$ cat src/rtl/pwm_tb_pkg.sv
package pwm_tb_pkg;

  typedef enum logic [1:0] {
    MODE_UP     = 2'b00,
    MODE_DOWN   = 2'b01,
    MODE_UPDOWN = 2'b10,
    MODE_FREEZE = 2'b11
  } cntMode_e;

  // bit positions inside the control word
  localparam int MODE_LSB  = 0;
  localparam int PRDLD_BIT = 3;
  localparam int HSDIV_LSB = 7;
  localparam int CKDIV_LSB = 10;

  // register select codes
  localparam logic [1:0] ADDR_CTRL = 2'd0;
  localparam logic [1:0] ADDR_PRD  = 2'd1;
  localparam logic [1:0] ADDR_CMPA = 2'd2;
  localparam logic [1:0] ADDR_CMPB = 2'd3;

  // strobes from the control side to the counter datapath
  typedef struct packed {
    logic     tick;
    cntMode_e mode;
  } tbCtl_t;

endpackage

$ cat src/rtl/pwm_tb_ctrl.sv
module pwm_tb_ctrl
  import pwm_tb_pkg::*;
#(
  parameter int DATA_W  = 16,
  parameter int CKDIV_W = 3,
  parameter int HSDIV_W = 3
) (
  input  logic              clk,
  input  logic              rstN,
  input  logic              wrEn,
  input  logic [1:0]        wrAddr,
  input  logic [DATA_W-1:0] wrData,
  input  logic              zeroReach,
  output tbCtl_t            ctl,
  output logic [DATA_W-1:0] activePrd,
  output logic [DATA_W-1:0] cmpA,
  output logic [DATA_W-1:0] cmpB
);

  // widest prescale is 2^(2^CKDIV_W-1) * 2*(2^HSDIV_W-1)
  localparam int PS_W = (1 << CKDIV_W) - 1 + HSDIV_W + 1;

  cntMode_e           modeReg;
  logic               prdImm;
  logic [HSDIV_W-1:0] hsCode;
  logic [CKDIV_W-1:0] ckCode;
  logic [DATA_W-1:0]  shadowPrd;
  logic [PS_W-1:0]    prescCnt;
  logic [PS_W-1:0]    hsFactor;
  logic [PS_W-1:0]    psFactor;
  logic [PS_W-1:0]    psLast;
  logic               wrCtrl, wrPrd, wrCmpA, wrCmpB;
  logic               divChange;
  logic               tickNow;

  assign wrCtrl = wrEn && (wrAddr == ADDR_CTRL);
  assign wrPrd  = wrEn && (wrAddr == ADDR_PRD);
  assign wrCmpA = wrEn && (wrAddr == ADDR_CMPA);
  assign wrCmpB = wrEn && (wrAddr == ADDR_CMPB);

  always_comb begin
    hsFactor = (hsCode == '0) ? PS_W'(1) : PS_W'({hsCode, 1'b0});
    psFactor = hsFactor << ckCode;
    psLast   = psFactor - 1'b1;
  end

  assign tickNow   = (prescCnt == psLast);
  assign divChange = (wrData[HSDIV_LSB +: HSDIV_W] != hsCode) ||
                     (wrData[CKDIV_LSB +: CKDIV_W] != ckCode);

  // prescaler: restarts on a divider change, wraps on its last count
  always_ff @(posedge clk) begin
    if (!rstN) begin
      prescCnt <= '0;
    end else if (wrCtrl && divChange) begin
      prescCnt <= '0;
    end else if (tickNow) begin
      prescCnt <= '0;
    end else begin
      prescCnt <= prescCnt + 1'b1;
    end
  end

  // control fields
  always_ff @(posedge clk) begin
    if (!rstN) begin
      modeReg <= MODE_UP;
      prdImm  <= 1'b0;
      hsCode  <= '0;
      ckCode  <= '0;
    end else if (wrCtrl) begin
      modeReg <= cntMode_e'(wrData[MODE_LSB +: 2]);
      prdImm  <= wrData[PRDLD_BIT];
      hsCode  <= wrData[HSDIV_LSB +: HSDIV_W];
      ckCode  <= wrData[CKDIV_LSB +: CKDIV_W];
    end
  end

  // period: shadow copy always written, active copy at zero or at once
  always_ff @(posedge clk) begin
    if (!rstN) begin
      shadowPrd <= '0;
      activePrd <= '0;
    end else begin
      if (wrPrd) begin
        shadowPrd <= wrData;
      end
      if (zeroReach) begin
        activePrd <= shadowPrd;
      end
      if (wrPrd && prdImm) begin
        activePrd <= wrData;
      end
    end
  end

  always_ff @(posedge clk) begin
    if (!rstN) begin
      cmpA <= '0;
      cmpB <= '0;
    end else begin
      if (wrCmpA) cmpA <= wrData;
      if (wrCmpB) cmpB <= wrData;
    end
  end

  assign ctl.tick = tickNow;
  assign ctl.mode = modeReg;

endmodule

$ cat src/rtl/pwm_tb_count.sv
module pwm_tb_count
  import pwm_tb_pkg::*;
#(
  parameter int DATA_W = 16
) (
  input  logic              clk,
  input  logic              rstN,
  input  tbCtl_t            ctl,
  input  logic [DATA_W-1:0] activePrd,
  input  logic [DATA_W-1:0] cmpA,
  input  logic [DATA_W-1:0] cmpB,
  output logic [DATA_W-1:0] count,
  output logic              zeroReach,
  output logic              evtZero,
  output logic              evtPeriod,
  output logic              evtCmpAUp,
  output logic              evtCmpBUp
);

  logic [DATA_W-1:0] nextCnt;
  logic              dirUp;
  logic              nextDir;
  logic              stepUp;
  logic              advance;

  always_comb begin
    nextCnt = count;
    nextDir = dirUp;
    stepUp  = 1'b0;
    unique case (ctl.mode)
      MODE_UP: begin
        stepUp  = 1'b1;
        nextCnt = (count >= activePrd) ? '0 : count + 1'b1;
      end
      MODE_DOWN: begin
        nextCnt = (count == '0 || count > activePrd) ? activePrd : count - 1'b1;
      end
      MODE_UPDOWN: begin
        if (dirUp) begin
          if (count < activePrd) begin
            nextCnt = count + 1'b1;
            stepUp  = 1'b1;
          end else if (count != '0) begin
            nextCnt = count - 1'b1;
            nextDir = 1'b0;
          end
        end else begin
          if (count != '0) begin
            nextCnt = count - 1'b1;
          end else if (activePrd != '0) begin
            nextCnt = {{(DATA_W-1){1'b0}}, 1'b1};
            nextDir = 1'b1;
            stepUp  = 1'b1;
          end
        end
      end
      default: begin
        nextCnt = count;
      end
    endcase
  end

  assign advance   = ctl.tick && (ctl.mode != MODE_FREEZE);
  assign zeroReach = advance && (nextCnt == '0);

  always_ff @(posedge clk) begin
    if (!rstN) begin
      count     <= '0;
      dirUp     <= 1'b1;
      evtZero   <= 1'b0;
      evtPeriod <= 1'b0;
      evtCmpAUp <= 1'b0;
      evtCmpBUp <= 1'b0;
    end else begin
      if (advance) begin
        count <= nextCnt;
        dirUp <= nextDir;
      end
      evtZero   <= zeroReach;
      evtPeriod <= advance && (nextCnt == activePrd);
      evtCmpAUp <= advance && stepUp && (nextCnt == cmpA);
      evtCmpBUp <= advance && stepUp && (nextCnt == cmpB);
    end
  end

endmodule

$ cat src/rtl/pwm_timebase.sv
module pwm_timebase
  import pwm_tb_pkg::*;
#(
  parameter int DATA_W  = 16,
  parameter int CKDIV_W = 3,
  parameter int HSDIV_W = 3
) (
  input  logic              clk,
  input  logic              rstN,
  input  logic              wrEn,
  input  logic [1:0]        wrAddr,
  input  logic [DATA_W-1:0] wrData,
  output logic [DATA_W-1:0] count,
  output logic              tick,
  output logic              evtZero,
  output logic              evtPeriod,
  output logic              evtCmpAUp,
  output logic              evtCmpBUp
);

  tbCtl_t            ctl;
  logic [DATA_W-1:0] activePrd;
  logic [DATA_W-1:0] cmpAVal;
  logic [DATA_W-1:0] cmpBVal;
  logic              zeroReach;

  pwm_tb_ctrl #(
    .DATA_W (DATA_W),
    .CKDIV_W(CKDIV_W),
    .HSDIV_W(HSDIV_W)
  ) u_ctrl (
    .clk      (clk),
    .rstN     (rstN),
    .wrEn     (wrEn),
    .wrAddr   (wrAddr),
    .wrData   (wrData),
    .zeroReach(zeroReach),
    .ctl      (ctl),
    .activePrd(activePrd),
    .cmpA     (cmpAVal),
    .cmpB     (cmpBVal)
  );

  pwm_tb_count #(
    .DATA_W(DATA_W)
  ) u_count (
    .clk      (clk),
    .rstN     (rstN),
    .ctl      (ctl),
    .activePrd(activePrd),
    .cmpA     (cmpAVal),
    .cmpB     (cmpBVal),
    .count    (count),
    .zeroReach(zeroReach),
    .evtZero  (evtZero),
    .evtPeriod(evtPeriod),
    .evtCmpAUp(evtCmpAUp),
    .evtCmpBUp(evtCmpBUp)
  );

  assign tick = ctl.tick;

endmodule

$ cat config.mk
export PLATFORM = sky130hd
export DESIGN_NAME = pwm_timebase
export DESIGN_NICKNAME = d
export VERILOG_FILES = /design/src/rtl/pwm_tb_pkg.sv /design/src/rtl/pwm_tb_ctrl.sv /design/src/rtl/pwm_tb_count.sv /design/src/rtl/pwm_timebase.sv
export SDC_FILE = /design/constraint.sdc
export NUM_CORES = 1
export LEC_CHECK = 0
export BUFFER_PORTS_ARGS = -buffer_cell sky130_fd_sc_hd__buf_4
export CELL_PAD_IN_SITES_DETAIL_PLACEMENT = 2
export CELL_PAD_IN_SITES_GLOBAL_PLACEMENT = 2
export CORE_MARGIN = 2
export CORE_UTILIZATION = 39
export DETAILED_ROUTE_END_ITERATION = 6
export GPL_ROUTABILITY_DRIVEN = 0
export PLACE_DENSITY = 0.94
export SLEW_MARGIN = 5
export SYNTH_ARGS = -nofsm -noshare
export SYNTH_HDL_FRONTEND = slang
export SYNTH_SLANG_ARGS = --single-unit
export TNS_END_PERCENT = 1
$ cat constraint.sdc
create_clock -name clk -period 8.6 [get_ports clk]
set_clock_uncertainty 0.15 [all_clocks]
set_input_delay 1.72 -clock clk [delete_from_list [all_inputs] [get_ports clk]]
set_output_delay 1.72 -clock clk [all_outputs]
set_load 0.03 [all_outputs]
Yosys cells after proc, flatten, opt, wreduce, memory -nomap -nowiden:

Cells that the tools add are included.

* add/sub/neg operators: 4
* order comparisons: 3
* eq/ne operators: 12
* shifts and indexed selects: 1
* mux-type cells: 19
* bitwise logic cells: 1
* reduce and logical (&&, ||, !) cells: 24

Operator list (number)
* 16-bit 2-to-1 mux: 9
* 16-bit == test: 3
* 16-bit case mux with 3 select lines: 1
* 16-bit logical NOT: 2
* 16-bit nonzero test: 2
* 16-bit by 1-bit adder with 16-bit output, second input constant: 1
* 16-bit greater-or-equal comparator: 1
* 16-bit > comparator: 1
* 16-bit < comparator: 1
* 16-bit by 1-bit subtractor with 16-bit output, second input constant: 1
* 1-bit logical AND: 12
* 11-bit by 1-bit adder with 11-bit output, second input constant: 1
* 11-bit == test: 1
* 11-bit by 3-bit left shift with 11-bit output: 1
* 11-bit by 1-bit subtractor with 11-bit output, second input constant: 1
* 1-bit 2-to-1 mux: 7
* 2-bit == test, second input constant: 3
* 3-bit inequality test: 2
* 2-bit by 1-bit == test with 1-bit output, second input constant: 2
* 2-bit logical NOT: 2
* 4-bit 2-to-1 mux: 1
* 3-bit logical NOT: 1
* 3-bit OR reduction: 1
* 1-bit logical OR: 2
* other kinds (5): 5

* bits in registers: 105
* input bits: 21

Logic depth before layout (Yosys ltp):

Gate-level depths: netlist (run 1).

* depth in word-level cells: 9
* mapped depth: 16
* gate-level depth less buffers: 13

Cells and area by module:

Synthesis (run 1) repeated with hierarchy kept, for this count alone.

* cells, all modules: 1072
* area total of the unflattened synthesis: 8096.5 µm²

Modules (own cells, without submodules)
* pwm_tb_ctrl: times used 1, cells an instance 499, area an instance 4185.3 µm², sequential area each 1681.6 µm²
* pwm_tb_count: times used 1, cells an instance 573, area an instance 3911.3 µm², sequential area each 420.4 µm²

Least setup slack after synthesis (run 1):

Ideal clock, no wire load.

* path kind: register to output
* start point: register u_ctrl.hsCode[2]
* end point: output tick
* arrival time: 2.952 ns
* data required time: 6.730 ns
* path slack: 3.778 ns
* stages on the path, launching flop included: 11
* buffers on the path: 1
* path through: dfxtp_1 buf_2 nor3_1 a21oi_1 or2_2 ha_1 xor2_1 o311ai_0 a211oi_1 or4b_4 nor2_1

* word-level cells in the longest chain between the ends: 5

RTL lines
* start, declared: line pwm_tb_ctrl.sv:25 `logic [HSDIV_W-1:0] hsCode;`
* start signal, assigned: line pwm_tb_ctrl.sv:74 `hsCode <= wrData[HSDIV_LSB +: HSDIV_W];`
* 3-bit logical NOT: line pwm_tb_ctrl.sv:42 `hsFactor = (hsCode == '0) ? PS_W'(1) : PS_W'({hsCode, 1'b0});`
* 4-bit 2-to-1 mux *: line pwm_tb_ctrl.sv:42
* 11-bit by 3-bit left shift with 11-bit output *: line pwm_tb_ctrl.sv:43 `psFactor = hsFactor << ckCode;`
* 11-bit by 1-bit subtractor with 11-bit output *: line pwm_tb_ctrl.sv:44 `psLast = psFactor - 1'b1;`
* 11-bit == test *: line pwm_tb_ctrl.sv:47 `assign tickNow = (prescCnt == psLast);`
* end, declared: line pwm_timebase.sv:14 `output logic tick,`

Mark *: on every way between the ends. The rest lies on a longest branch, timed or not.

Worst setup path in the final report (run 1):

* start point: register u_ctrl.ckCode[0]
* end point: register u_ctrl.activePrd[6]

* word-level cells in the longest chain between the ends: 6

RTL lines
* start, declared: line pwm_tb_ctrl.sv:26 `logic [CKDIV_W-1:0] ckCode;`
* start signal, assigned: line pwm_tb_ctrl.sv:75 `ckCode <= wrData[CKDIV_LSB +: CKDIV_W];`
* 11-bit by 3-bit left shift with 11-bit output: line pwm_tb_ctrl.sv:43
* 11-bit by 1-bit subtractor with 11-bit output: line pwm_tb_ctrl.sv:44
* 11-bit == test: line pwm_tb_ctrl.sv:47
* 1-bit logical AND: line pwm_tb_count.sv:63 `assign advance = ctl.tick && (ctl.mode != MODE_FREEZE);`
* 1-bit logical AND: line pwm_tb_count.sv:64 `assign zeroReach = advance && (nextCnt == '0);`
* 2-bit nonzero test (no line)
* end signal, assigned: line pwm_tb_ctrl.sv:89 `activePrd <= shadowPrd;`
* end signal, assigned: line pwm_tb_ctrl.sv:92 `activePrd <= wrData;`
* end, declared: line pwm_tb_ctrl.sv:15 `output logic [DATA_W-1:0] activePrd,`

Every way passes these cells.
A chain may end at the register's enable or synchronous reset.

==> impl_results.md, run 1 <==
- Row Count: 49
- Slew Limit Fails: 0
- CTS Hold Buffers Added: 0
- Seq. cell area: 2100 um2
- CTS tree: yes
- Hold Crit Start: u_ctrl.shadowPrd[8]
- Crit path max-delay family: simple AND/OR/NAND/NOR gates
- Avg Cell Area, Syn: 7.55 um2
- Diode count: 0
- Area grow syn2layout: 8.49%
- CP max stage delay: 950 ps
- Syn_nets: 1001
- HP Class: reg -> reg
- Die area: 19700 um2
- Multi-input combinational cell area: 4720 um2
- Top cells by count, synth: nand2_1, dfxtp_1, a21oi_1
- Nets: 987
- Status: finished, final reports clean
- Reg clk slew, reported paths: 90 ps
- DRT iter0 DRCs: 812
- Crit path DAT: 6120 ps
- Via/cell ratio: 6.84
- Die width: 140 um
- CP max-delay cell: dfxtp_1
- Dominant synthesized flop cell: dfxtp_1
- Layout cells sized above 1: 0.0936
- Worst Tran Pin Value: 1270 ps
- Reg2Reg Depth: 14
- Largest net degree at the start of global routing: 76
- Clk sinks: 105
- First-pass DRT Iterations: 7
- Cell with the most instances after synthesis: nand2_1
- Die Y: 140 um
- Root buf cell: clkbuf_16
- CTS Buffer Depth: 2
- Unrepaired setup endpoints after global routing: no
- Fin crit period: 6030 ps
- Max VDD drop: 190 uV
- Final setup fails: 0
- Via count of the first global-routing pass: 8606
- Synth cell types: 77
- Max-Cap Viols: 0
- Yosys top cell area share: 0.290
- Routed wire per std cell: 29.3 um
- PD cells: 398 nW/um2
- Worst-path cell chain: nor2b_1 > a21oi_1 > or2_2 > ha_1 > and3_1 > nand2b_1 > a211oi_1 > or4b_4 > nor4_4 > buf_4 > nand4_1 > or3_1 > nor4_1 > nor3b_1
- Placed Instances: 1164
- Synthesized netlist cell count: 960
- Inserted Clock Buffers: 9
- Yosys reg bits: 105
- Filler-free cell count of the finished design: 1180
- DRC viols: 0
- Mapped cell area: 7250 um2
- Synth area leader: dfxtp_1
- Critical path buffer and inverter count: 1
- Fmax: 166 MHz
- Reg2reg start: u_ctrl.ckCode[0]
- First-pass GRT wire length: 52800 um
- Resized cells post-CTS: 0
- GRT Util Overall: 0.351
- Port-buffer cells: 41
- Setup tns final: 0 ps
- Yosys warns: 0
- Startpoint type of the worst setup path: register
- Skew-Pair Late Insertion Delay: 380 ps
- Reg-to-reg slack, setup: 2570 ps
- Total Wirelength: 34600 um
- Seq/Total Area, Yosys: 0.290
- Core area: 18100 um2
- Initial antenna violation count: 0
- Min-Delay Path Depth: 2
- Fraction of registers with async set/reset: 0
- Worst slew margin relative to its limit: 0.152
- Hold Fails Final Rpt: 0
- Area contributors post-synth: dfxtp_1, nand2_1, xnor2_1
- Post-DP HPWL: 22800 um
- Lkg Pwr: 2.81 nW
- Reg2Reg Capture Point: u_ctrl.activePrd[6]
- Post-DRT Antenna Nets: 0
- WS Path Type: reg -> reg
- Total gr overflow: 0
- Critical Path RT: 8690 ps
- Number of flops mapped to enable cells by yosys: 0
- Initial core utilization: 0.401
- Vias: 8066
- Fin crit share: 0.701
- CP endpoint kind: register
- Layout fillers: 2028
- I/O pins: 42
- H-tree depth: 3
- CP max FO: 32
- Hold Path End: u_ctrl.shadowPrd[8]
- Post-CTS Setup Bufs: 0
- Total chip power: 0.00313 W
-- state kept, by name (all words and copies together), names as in the netlist, 2 cells and up --
signal / flops
u_count.count: 16
u_ctrl.hsCode: 3
u_ctrl.prescCnt: 11
u_ctrl.modeReg: 2
u_ctrl.cmpA: 16
u_ctrl.cmpB: 16
u_ctrl.activePrd: 16
u_ctrl.shadowPrd: 16
u_ctrl.ckCode: 3
-- where the power goes --
part | leakage, nW | total (W) | internal (W) | switching (W)
registers | 0.852 | 0.000681 | 0.000546 | 0.000135
clock network | 0.140 | 0.000433 | 0.000204 | 0.000228
logic | 1.81 | 0.00202 | 0.000618 | 0.00140
-- cell type report --
| class | instances | area share |
|---|---|---|
| multi-input cells | 751 | 0.601 |
| flip-flops and latches | 105 | 0.267 |
| repair buffers | 46 | 0.0439 |
| well taps | 229 | 0.0364 |
| clock buffers | 10 | 0.0291 |
| inverters | 33 | 0.0157 |
| clock inverters | 6 | 0.00700 |
-- cells in the final DEF, fill, tap and decap left out, types with 30 or more instances in the layout --
cell	n
xnor2_1	53
dfxtp_1	105
o21ai_0	47
xor2_1	43
nor2_1	69
a21oi_1	85
nand2_1	141
buf_4	46
nor3_1	30
inv_1	30
-- metrics by stage --
| step | hold WS, ps | utilization | instance area [um2] | worst slack, ps |
|---|---|---|---|---|
| 2_1_floorplan | 286 | - | 7250 | 3780 |
| 3_3_place_gp | 294 | 0.419 | 7580 | 3310 |
| 3_5_place_dp | 312 | 0.419 | 7580 | 3000 |
| 4_1_cts | 324 | 0.435 | 7870 | 2610 |
| 5_1_grt | 349 | 0.435 | 7870 | 2350 |
| 6_report | 318 | 0.435 | 7870 | 2570 |
-- cell families (layout without fill, tap and decap cells) --
group	count (synthesis)	after routing	share of synthesized area
AOI/OAI and AO/OA	233	233	0.208
xor gates and xnor gates	96	96	0.116
adders and majority gates	20	20	0.0345
buffers and inverters	104	95	0.0592
DFF	105	105	0.290
muxes	15	15	0.0211
and+or+nand+nor	387	387	0.271
-- layer usage --
metal  share of wire  vias up  global-route usage
met1            0.39     4078               0.415
met5               0        -                   0
met4           0.056        0               0.185
met2            0.48      445               0.602
li1                -     3401                   -
met3           0.071      142              0.0691
-- how the worst max path moves through the flow --
stage                            from                   end  slack, ps  depth (start not counted)
floorplan            u_ctrl.hsCode[2]                  tick       3780                         10
global placement     u_count.count[6]   u_ctrl.activePrd[7]       3310                         12
detailed placement   u_count.count[6]  u_ctrl.activePrd[15]       3000                         12
CTS                  u_ctrl.ckCode[0]                  tick       2610                         10
global route        u_count.count[14]   u_ctrl.activePrd[6]       2350                         12
finish               u_ctrl.ckCode[0]   u_ctrl.activePrd[6]       2570                         14
-- worst reg2reg max path, stage by stage (launching register included) --
cell	delay, ps
dfxtp_1	950
nor2b_1	260
a21oi_1	360
or2_2	180
ha_1	270
and3_1	250
nand2b_1	90
a211oi_1	260
or4b_4	560
nor4_4	310
buf_4	380
nand4_1	190
or3_1	830
nor4_1	710
nor3b_1	150
Power figures use the tool's default switching activity.
==> inputs of run 2 (changes only) <==
--- a/config.mk
+++ b/config.mk
@@ -5,14 +5,15 @@
 export SDC_FILE = /design/constraint.sdc
 export NUM_CORES = 1
 export LEC_CHECK = 0
+export ABC_AREA = 1
 export BUFFER_PORTS_ARGS = -buffer_cell sky130_fd_sc_hd__buf_4
 export CELL_PAD_IN_SITES_DETAIL_PLACEMENT = 2
 export CELL_PAD_IN_SITES_GLOBAL_PLACEMENT = 2
 export CORE_MARGIN = 2
-export CORE_UTILIZATION = 39
+export CORE_UTILIZATION = 31
 export DETAILED_ROUTE_END_ITERATION = 6
 export GPL_ROUTABILITY_DRIVEN = 0
-export PLACE_DENSITY = 0.94
+export PLACE_DENSITY = 0.86
 export SLEW_MARGIN = 5
 export SYNTH_ARGS = -nofsm -noshare
 export SYNTH_HDL_FRONTEND = slang
==> constraint.sdc (replaced) <==
create_clock -name clk -period 5.35 [get_ports clk]
set_clock_uncertainty 0.15 [all_clocks]
set_input_delay 1.07 -clock clk [delete_from_list [all_inputs] [get_ports clk]]
set_output_delay 1.07 -clock clk [all_outputs]
set_load 0.03 [all_outputs]
==> impl_results.md, run 2 <==
- DRC viols: 0
- Avg Cell Area, Syn: 6.35 um2
- Total Wirelength: 33000 um
- Max-Cap Viols: 0
- H-tree depth: 3
- Seq. cell area: 2100 um2
- Via/cell ratio: 5.33
- Synthesized netlist cell count: 1239
- Fin crit share: 0.801
- Syn_nets: 1280
- Max VDD drop: 188 uV
- Clock network fraction of total power: 0.261
- Die Y: 163 um
- CTS Buffer Depth: 2
- Setup tns final: 0 ps
- Hold Crit Start: u_ctrl.cmpB[9]
- Synth cell types: 51
- Critical Path RT: 4130 ps
- Initial core utilization: 0.314
- Status: finished, final reports clean
- Min-Delay Path Depth: 2
- Reg2reg start: u_ctrl.ckCode[2]
- Port-buffer cells: 41
- Final setup fails: 0
- Clk sinks: 105
- Inserted Clock Buffers: 9
- Startpoint type of the worst setup path: register
- Fraction of registers with async set/reset: 0
- Reg2Reg Capture Point: u_count.evtCmpBUp
- Die area: 26700 um2
- Resized cells post-CTS: 0
- Post-DRT Antenna Nets: 0
- Reg2Reg Depth: 19
- Largest net degree at the start of global routing: 88
- Hold Fails Final Rpt: 0
- Switching share of power: 0.458
- Crit path DAT: 3060 ps
- CP max FO: 14
- I/O pins: 42
- Flop pwr share: 0.315
- DRT iter0 DRCs: 520
- Root buf cell: clkbuf_16
- Layout cells sized above 1: 0.131
- Fmax: 233 MHz
- Row Count: 58
- Multi-input combinational cell area: 4940 um2
- Yosys warns: 0
- Placement Setup Slack: 1440 ps
- Number of flops mapped to enable cells by yosys: 0
- Synth area leader: dfxtp_1
- Diode count: 0
- First-pass GRT wire length: 52100 um
- Mapped cell area: 7870 um2
- Final core occ: 0.348
- Skew-Pair Late Insertion Delay: 370 ps
- GRT Util Overall: 0.253
- Combinational power share: 0.424
- CP endpoint kind: primary output
- Slew Limit Fails: 0
- Total gr overflow: 0
- Cell Int Power: 0.00147 W
- CTS Hold Buffers Added: 0
- Vias: 8485
- Most common cell after layout, fill and taps aside: nand2_1
- Worst Tran Pin Value: 875 ps
- First-pass DRT Iterations: 5
- Area contributors post-synth: dfxtp_1, nand2_1, nand3_1
- Seq/Total Area, Yosys: 0.267
- Nets: 1297
- Yosys reg bits: 105
- Area grow syn2layout: 10.8%
- Hold Path End: u_ctrl.cmpB[9]
- Post-DP HPWL: 24700 um
- CTS tree: yes
- HP Class: reg -> reg
- Reg-to-reg slack, setup: 1460 ps
- WS Path Type: reg -> out
- NetSw: 0.00124 W
- Reg clk slew, reported paths: 90 ps
- PD cells: 311 nW/um2
- Via count of the first global-routing pass: 9153
- Worst slew margin relative to its limit: 0.417
- Routed wire per std cell: 20.7 um
- Most frequent cells in the layout: nand2_1, nor2_1, inv_1
- Yosys top cell area share: 0.267
- Layout fillers: 3121
- Initial antenna violation count: 0
- Lkg Pwr: 4.09 nW
- Post-CTS Setup Bufs: 0
- Die width: 163 um
- Unrepaired setup endpoints after global routing: no
- Fin crit period: 4280 ps
- Core area: 25000 um2
- Dominant synthesized flop cell: dfxtp_1
- Top cells by count, synth: nand2_1, nor2_1, inv_1
- Final WS setup: 1070 ps
- Cell with the most instances after synthesis: nand2_1
## run 2: cell count changes after synthesis, sizes merged, moves of 11 or more
cell and change:
o211ai -13, xnor2 -50, a211oi -13, nor3b -16, nor3 -12, nand2 +177, clkbuf -22, inv +117
nand3 +95, nand4 -11, nor2 +88, nor4 -29, o21ai +56
## run 2: worst max-delay path: stages (launching register included)
cell	delay, ps
dfxtp_1	590
inv_1	360
nand3_1	250
ha_1	300
nand2_2	110
nor2_4	130
nand2_1	90
nand2_1	80
nand2_1	80
nand2_1	70
nand2_1	60
nor2_2	90
nand3_2	100
nor2_4	170
buf_4	190
## run 2: final cells by class
cell class,instances,area share
multi-input combinational,936,0.567
sequential,105,0.241
inverter,154,0.0666
tap,330,0.0474
timing repair buffer,50,0.0431
clock buffer,10,0.0274
clock inverter,6,0.00675
## run 2: routing by layer
metal | track usage | vias up | routed length [um]
met5 | 0 | - | 0
met4 | 0.0969 | 0 | 1140
met3 | 0.0330 | 69 | 1040
met2 | 0.436 | 185 | 16100
met1 | 0.321 | 4215 | 14700
li1 | - | 4016 | -
## run 2: through the flow
stage,power (W),cells,hold slack [ps],area (um2)
after floorplan,0.00166,1239,284,7870
after global placement,0.00194,1575,297,8410
after detailed placement,0.00198,1575,312,8410
after CTS,0.00271,1591,323,8710
after global routing,0.00286,1591,348,8710
final,0.00271,1591,320,8710
## run 2: how the worst max path moves through the flow
stage,startpoint,to,cells past startpoint
global route,u_ctrl.ckCode[2],tick,12
finish,u_ctrl.ckCode[2],tick,14
floorplan,u_ctrl.ckCode[0],tick,14
detailed placement,u_ctrl.ckCode[2],tick,14
global placement,u_ctrl.ckCode[2],tick,12
CTS,u_ctrl.ckCode[2],tick,14
## run 2: cells by family after synthesis
logic type / synth area share
and+or+nand+nor: 0.388
AOI/OAI and AO/OA: 0.142
buffers and inverters: 0.104
DFF: 0.267
xor gates and xnor gates: 0.0590
adders and majority gates: 0.0318
muxes: 0.00764
## run 2: power by group through the flow
| stage | Clock [W] | Sequential [W] | Combinational (W) |
|---|---|---|---|
| 2_1_floorplan | 0 | 0.000865 | 0.000795 |
| 3_3_place_gp | 0 | 0.000868 | 0.00107 |
| 3_5_place_dp | 0 | 0.000871 | 0.00111 |
| 4_1_cts | 0.000717 | 0.000853 | 0.00114 |
| 5_1_grt | 0.000746 | 0.000859 | 0.00126 |
| 6_report | 0.000709 | 0.000854 | 0.00115 |
==> inputs of run 3 (changes only) <==
--- a/config.mk
+++ b/config.mk
@@ -5,15 +5,15 @@
 export SDC_FILE = /design/constraint.sdc
 export NUM_CORES = 1
 export LEC_CHECK = 0
-export ABC_AREA = 1
+export ABC_AREA = 0
 export BUFFER_PORTS_ARGS = -buffer_cell sky130_fd_sc_hd__buf_4
 export CELL_PAD_IN_SITES_DETAIL_PLACEMENT = 2
 export CELL_PAD_IN_SITES_GLOBAL_PLACEMENT = 2
 export CORE_MARGIN = 2
-export CORE_UTILIZATION = 31
+export CORE_UTILIZATION = 37
 export DETAILED_ROUTE_END_ITERATION = 6
 export GPL_ROUTABILITY_DRIVEN = 0
-export PLACE_DENSITY = 0.86
+export PLACE_DENSITY = 0.91
 export SLEW_MARGIN = 5
 export SYNTH_ARGS = -nofsm -noshare
 export SYNTH_HDL_FRONTEND = slang
==> constraint.sdc (replaced) <==
create_clock -name clk -period 4.4 [get_ports clk]
set_clock_uncertainty 0.15 [all_clocks]
set_input_delay 0.88 -clock clk [delete_from_list [all_inputs] [get_ports clk]]
set_output_delay 0.88 -clock clk [all_outputs]
set_load 0.03 [all_outputs]
==> impl_results.md, run 3 (synthesis results as in run 1) <==
- Unrepaired setup endpoints after global routing: yes
- DP Area: 8190 um2
- Crit path DAT: 4710 ps
- PD cells: 844 nW/um2
- Status: complete, but fails checks
- NetSw: 0.00402 W
- Initial antenna violation count: 1
- Die Y: 144 um
- Row Count: 51
- First-pass DRT Iterations: 7
- I/O pins: 42
- Largest net degree at the start of global routing: 58
- Core area: 19300 um2
- Clock network fraction of total power: 0.127
- Area grow syn2layout: 20.7%
- Flop pwr share: 0.166
- Die width: 144 um
- Die area: 20700 um2
- Vias: 8468
- Fin crit period: 4580 ps
- Most frequent cells in the layout: nand2_1, buf_4, dfxtp_1
- Final setup fails: 16
- Total gr overflow: 0
- Worst Tran Pin Value: 1040 ps
- Inserted Clock Buffers: 9
- Switching share of power: 0.544
- GRT Util Overall: 0.365
- Max-Cap Viols: 0
- Nets: 1066
- Fin crit share: 1.04
- Min-Delay Path Depth: 2
- First-pass GRT wire length: 56600 um
- Port-buffer cells: 41
- Most common cell after layout, fill and taps aside: nand2_1
- Routed wire per std cell: 30.4 um
- DRT iter0 DRCs: 719
- Failing checks: setup timing
- Cell Int Power: 0.00337 W
- Critical Path RT: 4520 ps
- Diode count: 0
- Final WS setup: -182 ps
- CTS tree: yes
- Root buf cell: clkbuf_16
- H-tree depth: 3
- CTS Buffer Depth: 2
- Slew Limit Fails: 0
- Via/cell ratio: 6.54
- Via count of the first global-routing pass: 8876
- Post-DP HPWL: 25800 um
- Skew-Pair Late Insertion Delay: 400 ps
- Total Wirelength: 39400 um
- Max VDD drop: 432 uV
- DRC viols: 0
- Lkg Pwr: 3.27 nW
- Clk sinks: 105
- Reg2Reg Depth: 17
- Final core occ: 0.453
- Hold Fails Final Rpt: 0
- Reg clk slew, reported paths: 90 ps
- Fmax: 218 MHz
- CP max FO: 16
- HP Class: reg -> reg
- Layout cells sized above 1: 0.196
- WS Path Type: reg -> reg
- Placement Setup Slack: -330 ps
- Fin area: 8750 um2
- Worst slew margin relative to its limit: 0.305
- Initial core utilization: 0.375
- CP endpoint kind: register
- Startpoint type of the worst setup path: register
- Combinational power share: 0.707
- Post-DRT Antenna Nets: 0
[run 3: cell types whose count changed in the layout (fill, tap and decap cells not counted), sizes merged, moves of 11 or more]
cell	previous run	this run
a211oi	1	14
buf	50	125
inv	151	36
nand2	319	142
nand3	117	22
nand4	17	28
nor2	157	69
nor3	19	31
nor3b	3	19
nor4	0	29
o211ai	2	15
o21ai	104	48
xnor2	3	53
[run 3: repair_timing]
item / in CTS / in global routing
hold buffers: 0 / 0
endpoints found under the setup margin: 19 / 19
pin swaps: 5 / 11
endpoints found under the hold margin: 0 / 0
resized for setup: 24 / 26
setup buffers: 2 / 4
[run 3: cell type report]
class | instances | area (um2)
tap | 265 | 332
timing repair buffer | 125 | 962
multi-input combinational | 751 | 4910
fill | 2144 | 10600
clock inverter | 7 | 88.8
inverter | 33 | 124
clock buffer | 9 | 225
sequential | 105 | 2110
[run 3: per-layer routing]
layer  part of all wire  global-route usage  vias to the layer above
met2               0.48               0.607                      496
met3              0.070              0.0709                      173
met5            0.00033                   0                        -
li1                   -                   -                     3548
met1               0.39               0.446                     4249
met4              0.060               0.195                        2
[run 3: worst max-delay path: stages, from the launching register on]
cell and delay (ps):
dfxtp_1 500, inv_1 130, ha_1 320, nand4_1 180
buf_4 210, nor4_4 320, nand2_1 120, o2111ai_1 180
buf_4 230, nor3_1 90, a221o_1 350, o22ai_1 330
and3_1 260, nand4_1 120, buf_4 230, buf_4 200
o31a_1 280, a21oi_1 260
[run 3: worst paths after layout]
| kind | start | end | slack, ps |
|---|---|---|---|
| hold / removal | u_ctrl.shadowPrd[3] | u_ctrl.shadowPrd[3] | 340 |
| hold reg to reg | u_ctrl.shadowPrd[3] | u_ctrl.shadowPrd[3] | 340 |
| setup reg to reg | u_ctrl.activePrd[10] | u_ctrl.activePrd[0] | -180 |
| setup / recovery | u_ctrl.activePrd[10] | u_ctrl.activePrd[0] | -180 |
[run 3: metrics by stage]
stage	TNS, ps	power [W]	cells	hold slack, ps
detailed placement	-2390	0.00566	1273	310
CTS	-37.1	0.00683	1291	327
finish	-1180	0.00739	1295	336
global route	-1810	0.00762	1295	356
floorplan	0	0.00379	960	286
global placement	-296	0.00538	1273	293
[run 3: power groups by stage]
stage          combinational (W)  clock (W)  sequential, W
5_1_grt                  0.00542   0.000965        0.00123
6_report                 0.00523   0.000936        0.00123
4_1_cts                  0.00471   0.000919        0.00120
3_5_place_dp             0.00444          0        0.00121
2_1_floorplan            0.00254          0        0.00125
3_3_place_gp             0.00418          0        0.00120
